$ cat config.mk
export PLATFORM = sky130hd
export DESIGN_NAME = rx_word_fifo
export DESIGN_NICKNAME = d
export VERILOG_FILES = /design/src/rtl/rx_word_fifo.sv
export SDC_FILE = /design/constraint.sdc
export NUM_CORES = 1
export LEC_CHECK = 0
export BUFFER_PORTS_ARGS = -buffer_cell sky130_fd_sc_hd__buf_2
export CORE_UTILIZATION = 45
export DETAILED_ROUTE_END_ITERATION = 12
export GPL_ROUTABILITY_DRIVEN = 1
export PLACE_DENSITY = 0.67
export SYNTH_ARGS = -nofsm -noshare
export SYNTH_HDL_FRONTEND = slang
export SYNTH_SLANG_ARGS = --single-unit
$ cat constraint.sdc
create_clock -name clk -period 2.6 [get_ports clk]
set_input_delay 0.26 -clock clk [delete_from_list [all_inputs] [get_ports clk]]
set_output_delay 0.26 -clock clk [all_outputs]
set_load 0.02 [all_outputs]
$ cat src/rtl/rx_word_fifo.sv
module rx_word_fifo #(
  parameter int WORD_W = 11,
  parameter int DATA_W = 8,
  parameter int DEPTH  = 3
) (
  input  logic              clk,
  input  logic              rst,
  input  logic              wr_en,
  input  logic [WORD_W-1:0] wr_word,
  input  logic              wr_parity_ok,
  input  logic              rd_data_en,
  input  logic              rd_pop_en,
  input  logic              sel_err,
  output logic [DATA_W-1:0] rd_byte,
  output logic [WORD_W-DATA_W-1:0] rd_stat,
  output logic              dav,
  output logic              full
);
  localparam int PTR_W = (DEPTH > 1) ? $clog2(DEPTH) : 1;
  localparam int CNT_W = $clog2(DEPTH + 1);

  logic [WORD_W-1:0] mem [DEPTH];
  logic [PTR_W-1:0]  wp, rp;
  logic [CNT_W-1:0]  count;
  logic              ovf;

  wire pop   = rd_data_en & rd_pop_en & ~sel_err & (count != '0);
  wire wr_ok = wr_en & wr_parity_ok;
  wire push  = wr_ok & ((count != CNT_W'(DEPTH)) | pop);
  wire [WORD_W-1:0] head = mem[rp];

  function automatic logic [PTR_W-1:0] inc(input logic [PTR_W-1:0] p);
    return (p == PTR_W'(DEPTH - 1)) ? '0 : p + 1'b1;
  endfunction

  always_ff @(posedge clk) begin
    if (rst) begin
      wp    <= '0;
      rp    <= '0;
      count <= '0;
      ovf   <= 1'b0;
    end else begin
      if (push) begin
        mem[wp] <= wr_word;
        wp      <= inc(wp);
      end
      if (pop) rp <= inc(rp);
      count <= count + CNT_W'(push) - CNT_W'(pop);
      if (wr_ok && !push)              ovf <= 1'b1;
      else if (rd_data_en && sel_err)  ovf <= 1'b0;
    end
  end

  assign dav     = (count != '0);
  assign full    = (count == CNT_W'(DEPTH));
  assign rd_byte = sel_err ? DATA_W'(ovf) : (dav ? head[DATA_W-1:0] : '0);
  assign rd_stat = (sel_err || !dav) ? '0 : head[WORD_W-1:DATA_W];

  AST_FULL_HAS_DATA: assert property (@(posedge clk) disable iff (rst)
    full |-> dav);

  AST_NO_POP_UNQUALIFIED: assert property (@(posedge clk) disable iff (rst)
    (rd_data_en && !rd_pop_en && !wr_en) |=> $stable(count));

  AST_BAD_PARITY_DROPPED: assert property (@(posedge clk) disable iff (rst)
    (wr_en && !wr_parity_ok && !rd_data_en) |=> ($stable(count) && $stable(ovf)));

  AST_OVERFLOW_SET: assert property (@(posedge clk) disable iff (rst)
    (full && wr_en && wr_parity_ok && !(rd_data_en && rd_pop_en && !sel_err)) |=> (ovf && full));

  AST_ERR_VIEW_NO_POP: assert property (@(posedge clk) disable iff (rst)
    (sel_err && !wr_en) |=> $stable(count));

  AST_EMPTY_READS_ZERO: assert property (@(posedge clk) disable iff (rst)
    (!dav && !sel_err) |-> (rd_byte == '0 && rd_stat == '0));
endmodule

==> results of run 1 <==
## synthesized netlist by cell type (2+ instances only)
cell type,n
or4_1,2
mux2i_1,13
o21ai_0,3
nor2_1,12
nor3_1,2
clkbuf_1,2
a21oi_1,3
nor2b_1,3
inv_1,2
edfxtp_1,33
nand2_1,5
mux2_2,12
buf_2,2
dfxtp_1,9
## power breakdown
group	leakage [nW]	internal (mW)	switching, mW	total [mW]
Sequential	0.372	0.738	0.0101	0.748
Clock	0.0395	0.190	0.187	0.377
Combinational	0.315	0.0446	0.0562	0.101
Total	0.727	0.973	0.253	1.23
## worst register-to-register path, delay by kind of cell (launching register included)
family	cells	cell delay (ps)
fa+ha+maj	1	200
mux	1	140
compound gates	2	570
xor+xnor	1	200
simple gates	2	160
flops	1	360
## through the flow
stage	total power, mW	cells	hold slack, ps	utilization	setup WS, ps
4_1_cts	1.24	201	174	0.551	563
3_5_place_dp	0.865	193	453	0.529	794
6_report	1.23	201	180	0.551	614
2_1_floorplan	0.825	116	359	-	346
3_3_place_gp	0.862	193	461	0.529	859
5_1_grt	1.28	201	164	0.551	464
## final cells by class
type,instances,share of cell area
clock buffer,8,0.0397
inverter,2,0.00372
multi-input combinational,68,0.261
sequential,42,0.580
tap,48,0.0298
timing repair buffer,33,0.0856
## cell usage in the layout, fill, tap and decap left out
cell type  instances
a21oi_1            3
and2_1             1
and3b_1            1
buf_2             30
buf_4              3
clkbuf_1           3
clkbuf_8           5
dfxtp_1            9
edfxtp_1          33
ha_1               1
inv_1              2
mux2_2            12
mux2i_1           13
nand2_1            5
nand2b_1           1
nor2_1            12
nor2b_1            3
nor3_1             2
nor4_1             1
nor4b_2            1
o21ai_0            3
o21ai_2            1
o21bai_4           1
o31a_1             1
or2_2              1
or3b_1             1
or3b_2             1
or4_1              2
xnor2_1            1
## routing by layer
metal,part of all wire,wire length (um)
met1,0.41,1090
met2,0.54,1430
met3,0.034,91
met4,0.011,29
met5,0,0
## cell families after synthesis
| group | synth area share |
|---|---|
| AOI/OAI and AO/OA | 0.0386 |
| xor gates and xnor gates | 0.00510 |
| adders and majority gates | 0.00729 |
| muxes | 0.155 |
| buffers and inverters | 0.0146 |
| and+or+nand+nor | 0.0977 |
| DFF | 0.682 |
## worst paths after layout
path          startpoint    endpoint  slack, ps  cells past startpoint
min          wr_word[10]  mem[0][10]        180                      1
max                 flop  rd_byte[3]        610                      4
max reg2reg     count[1]    count[1]        850                      7
min reg2reg          ovf         ovf        460                      2
## flip-flops by register name, summed over array words and instances, names as in the netlist, named ones only
| signal | cells |
|---|---|
| mem | 33 |
| count | 2 |
| rp | 2 |
| wp | 2 |
| ovf | 1 |
==> out/summary.txt, run 1 <==
Status: completed
Final period demand of the worst path: 1990 ps
Hold_buf cts: 0
Rows: 22
Fill cell instance count of the final layout: 319
Die X: 63.8 um
Vias: 1,002
Leak: 0.727 nW
Total global routing overflow: 0
Post-DP HPWL: 1840 um
#FFs+latches synth: 42
Post-route DRC: 0
Bufs on Longest Clock Path: 2
Worst Max-Slew Pin Slew: 718 ps
Final setup skew: 2.67 ps
Resized Gates After CTS: 0
Worst setup EP type: output pin
CTS tree: built
CP max stage delay: 660 ps
Port Buffers: 30
CTS H-tree lvls: 2
Met2 usage: 0.266
Share of layout cells above drive strength 1: 0.359
Initial antenna violation count: 0
Post-synthesis sequential area ratio: 0.682
Cell Pwr Density: 607 nW/um^2
CTS root buf: clkbuf_8
Vias in the first global route: 1,027
Distinct cells, synth: 27
Syn Std Cell Area: 1720 sq um
Syn. warnings: 0
Rel. slew slack: 0.521
GR Layer Usage met3: 0.0625
Post-route design area: 2020 sq um
Clock Latency Late Sink: 280 ps
Buf/Inv on CP: 1
Initial Util: 0.469
Post-layout nets: 171
Clock-pin slew on the worst setup and hold paths: 70 ps
Total Routed Length: 2640 um
DR vias/cell: 4.99
P&R area growth vs syn: 17.6%
Cts bufs inserted: 5
Clock sink total: 42
Crit path max-delay cell type: dfxtp_1
Synth Net Count: 135
Startpoint types: flop
Core area: 3660 sq um
Antenna Violating Nets Remaining: 0
VDD IR max: 0.000398 V
First-pass GRT wire length: 4350 um
CP arrival: 1730 ps
Routed len/inst: 13.1 um
CP Class: reg -> out
Fmax achieved: 504 MHz
Setup TNS: 0 ps
Post-synth top area share: 0.577
Register area: 1170 sq um
GRT Overall Usage: 0.147
Largest net degree at the start of global routing: 19
Synth area leader: edfxtp_1
Ys async rst share: 0
Max Slew Vio Count: 0
GR peak layer: met2
Multi-input gate area: 527 sq um
RSZ-0062 raised after global routing: no
HP Class: in -> reg
Post-synth EDFFs: 33
CP cell instances: mux2_2 -> mux2i_1 -> nor2_1 -> buf_2
Height of the die: 63.8 um
First-pass detailed-route iteration total: 4
I/O pin cnt: 31
Fin. Hold Viols: 0
Number of diodes: 0
Final GP Congestion: 0.698
Most used DFF post-synth: edfxtp_1
Avg Cell Area, Syn: 14.8 sq um
Total Die Area: 4070 sq um
# setup viols final: 0
Met1 Resource Use GR: 0.153
Req. time, crit path: 2340 ps
Post-CTS Setup Repair Bufs: 0
Top post-synthesis cells by area: edfxtp_1, dfxtp_1, mux2_2, mux2i_1, nor2_1
1st-iter DRT viols: 30
Max cap viols: 0
Mapped Cells: 116
Critical Path Fanout Max: 11
Top delay family on crit path: flip-flops
Area post-placement: 1940 sq um
Final period util: 0.764
No activity file was read; power rests on OpenSTA's default activity.
==> inputs of run 2 (changes only) <==
Clock period 2.6 ns to 1.9 ns, I/O delays scaled along.
==> run 2 against run 1 <==
  * First-iteration DRC count is 13% lower
  * Worst hold slack got worse by 87 ps
  * Routed wire length up 9.6%
  * Sequential power increased by 36%
  * Clock-buffer cell count down 2
  * Register-to-register slack lost 740 ps
  * Highest routed layer unchanged
  * Worst setup slack got worse by 510 ps
  * Global-route usage up 2.1 points
  * Die area stayed put
  * Design area is 4.5% higher
  * Total power increased by 51%
  * Critical path type is now reg -> reg
  * Combinational power rose by 49%
==> out/summary.txt, run 2 (synthesis results as in run 1) <==
Commonest non-fill, non-tap cells in the layout: edfxtp_1, buf_2, mux2i_1, mux2_2, nor2_1 (unchanged)
Post-CTS Setup Repair Bufs: 0 (unchanged)
Initial Util: 0.469 (unchanged)
Hold_buf cts: 0 (unchanged)
Total Routed Length: 2890 um (was 2640 um)
I/O pin cnt: 31 (unchanged)
CP max stage delay: 440 ps (was 660 ps)
Number of diodes: 0 (unchanged)
Post-route DRC: 0 (unchanged)
Height of the die: 63.8 um (unchanged)
Rows: 22 (unchanged)
Fmax achieved: 558 MHz
Status: completed (unchanged)
Final period demand of the worst path: 1790 ps
1st-iter DRT viols: 26 (was 30)
Final period util: 0.944
Non-filler cells, final: 208 (was 201)
Bufs on Longest Clock Path: 2 (unchanged)
Req. time, crit path: 2080 ps (was 2340 ps)
Port Buffers: 30 (unchanged)
Post-layout nets: 178 (was 171)
Worst Max-Slew Pin Slew: 291 ps (was 718 ps)
Total global routing overflow: 0 (unchanged)
CP Class: reg -> reg (was reg -> out)
Crit path max-delay cell type: dfxtp_1 (unchanged)
Total Die Area: 4070 sq um (unchanged)
First-pass detailed-route iteration total: 4 (unchanged)
Die X: 63.8 um (unchanged)
CTS H-tree lvls: 2 (unchanged)
Max cap viols: 0 (unchanged)
CP cell instances: nand2_1 -> o21ai_4 -> mux2i_1 -> ha_1 -> xnor2_1 -> o31a_1 -> nor3_1 (was mux2_2 -> mux2i_1 -> nor2_1 -> buf_2)
FF-to-FF setup slack: 110 ps (was 850 ps)
# setup viols final: 0 (unchanged)
Most flop-heavy register: mem (unchanged)
First-pass GRT wire length: 4910 um (was 4350 um)
Routed len/inst: 13.9 um (was 13.1 um)
CTS tree: built (unchanged)
Critical Path Fanout Max: 6 (was 11)
CP arrival: 1980 ps (was 1730 ps)
P&R area growth vs syn: 22.9% (was 17.6%)
Initial antenna violation count: 0 (unchanged)
Commonest non-fill, non-tap cell in the layout: edfxtp_1 (unchanged)
Startpoint types: flop (unchanged)
Core area: 3660 sq um (unchanged)
HP Class: in -> reg (unchanged)
Final core utilization: 0.576 (was 0.551)
Share of layout cells above drive strength 1: 0.406 (was 0.359)
Largest net degree at the start of global routing: 18 (was 19)
Clock sink total: 42 (unchanged)
Fin. Hold Viols: 0 (unchanged)
Clock Latency Late Sink: 290 ps (was 280 ps)
Post-DP HPWL: 2070 um (was 1840 um)
Final GP Congestion: 0.675 (was 0.698)
VDD IR max: 0.000596 V (was 0.000398 V)
Setup TNS: 0 ps (unchanged)
GRT Overall Usage: 0.168 (was 0.147)
Clock-pin slew on the worst setup and hold paths: 80 ps (was 70 ps)
RSZ-0062 raised after global routing: no (unchanged)
Max Slew Vio Count: 0 (unchanged)
Area post-placement: 1990 sq um (was 1940 sq um)
Cts bufs inserted: 5 (unchanged)
Cell Pwr Density: 877 nW/um^2 (was 607 nW/um^2)
CTS root buf: clkbuf_8 (unchanged)
Rel. slew slack: 0.805 (was 0.521)
Vias in the first global route: 1,063 (was 1,027)
Total power: 1.85 mW (was 1.23 mW)
Leak: 0.777 nW (was 0.727 nW)
Post-route design area: 2110 sq um (was 2020 sq um)
Antenna Violating Nets Remaining: 0 (unchanged)
DR vias/cell: 4.91 (was 4.99)
Worst setup EP type: flop (was output pin)
Max FFs per register: 33 (unchanged)
Final setup skew: 6.50 ps (was 2.67 ps)
Vias: 1,021 (was 1,002)
Inst Count DP: 200 (was 193)
-- run 2: routing by layer --
metal	wire (um)	share of wire	track usage
met1	1280	0.44	0.197
met5	0	0	0
met3	105	0.036	0.0554
met4	36	0.012	0.0767
met2	1470	0.51	0.279
-- run 2: cell type report --
type,count,area [sq um]
clock inverter,2,37.5
inverter,2,7.51
multi-input combinational,68,534
timing repair buffer,40,225
sequential,42,1170
clock buffer,6,72.6
fill,307,1550
tap,48,60.1
-- run 2: critical path, delay by kind of cell, from the launching register on --
| kind | cells | cell delay, ps |
|---|---|---|
| AO/OA/AOI/OAI | 2 | 460 |
| XOR/XNOR | 1 | 230 |
| adder cells (fa/ha/maj) | 1 | 220 |
| flip-flops | 1 | 440 |
| multiplexers | 1 | 120 |
| AND/OR/NAND/NOR | 2 | 220 |
-- run 2: metrics by stage --
stage | worst slack, ps | hold WS (ps)
6_report | 107 | 93.1
5_1_grt | 11.8 | 82.5
4_1_cts | 1.25 | 88.4
3_5_place_dp | 89.4 | 395
3_3_place_gp | 286 | 389
2_1_floorplan | 184 | 289
-- run 2: power breakdown --
group / switching [mW] / internal, mW
Combinational: 0.0828 / 0.0669
Sequential: 0.0121 / 1.01
Clock: 0.287 / 0.392
-- run 2: worst paths after layout --
kind                    from         to  cells past startpoint
setup reg to reg    count[1]   count[1]                      7
hold / removal    wr_word[9]  mem[2][9]                      1
hold reg to reg          ovf        ovf                      2
setup / recovery    count[1]   count[1]                      7
-- run 2: what timing repair did --
action / 4_1_cts / 5_1_grt
endpoints found under the setup margin: 0 / 8
hold endpoints to repair: 0 / 0
resized for setup: 0 / 2
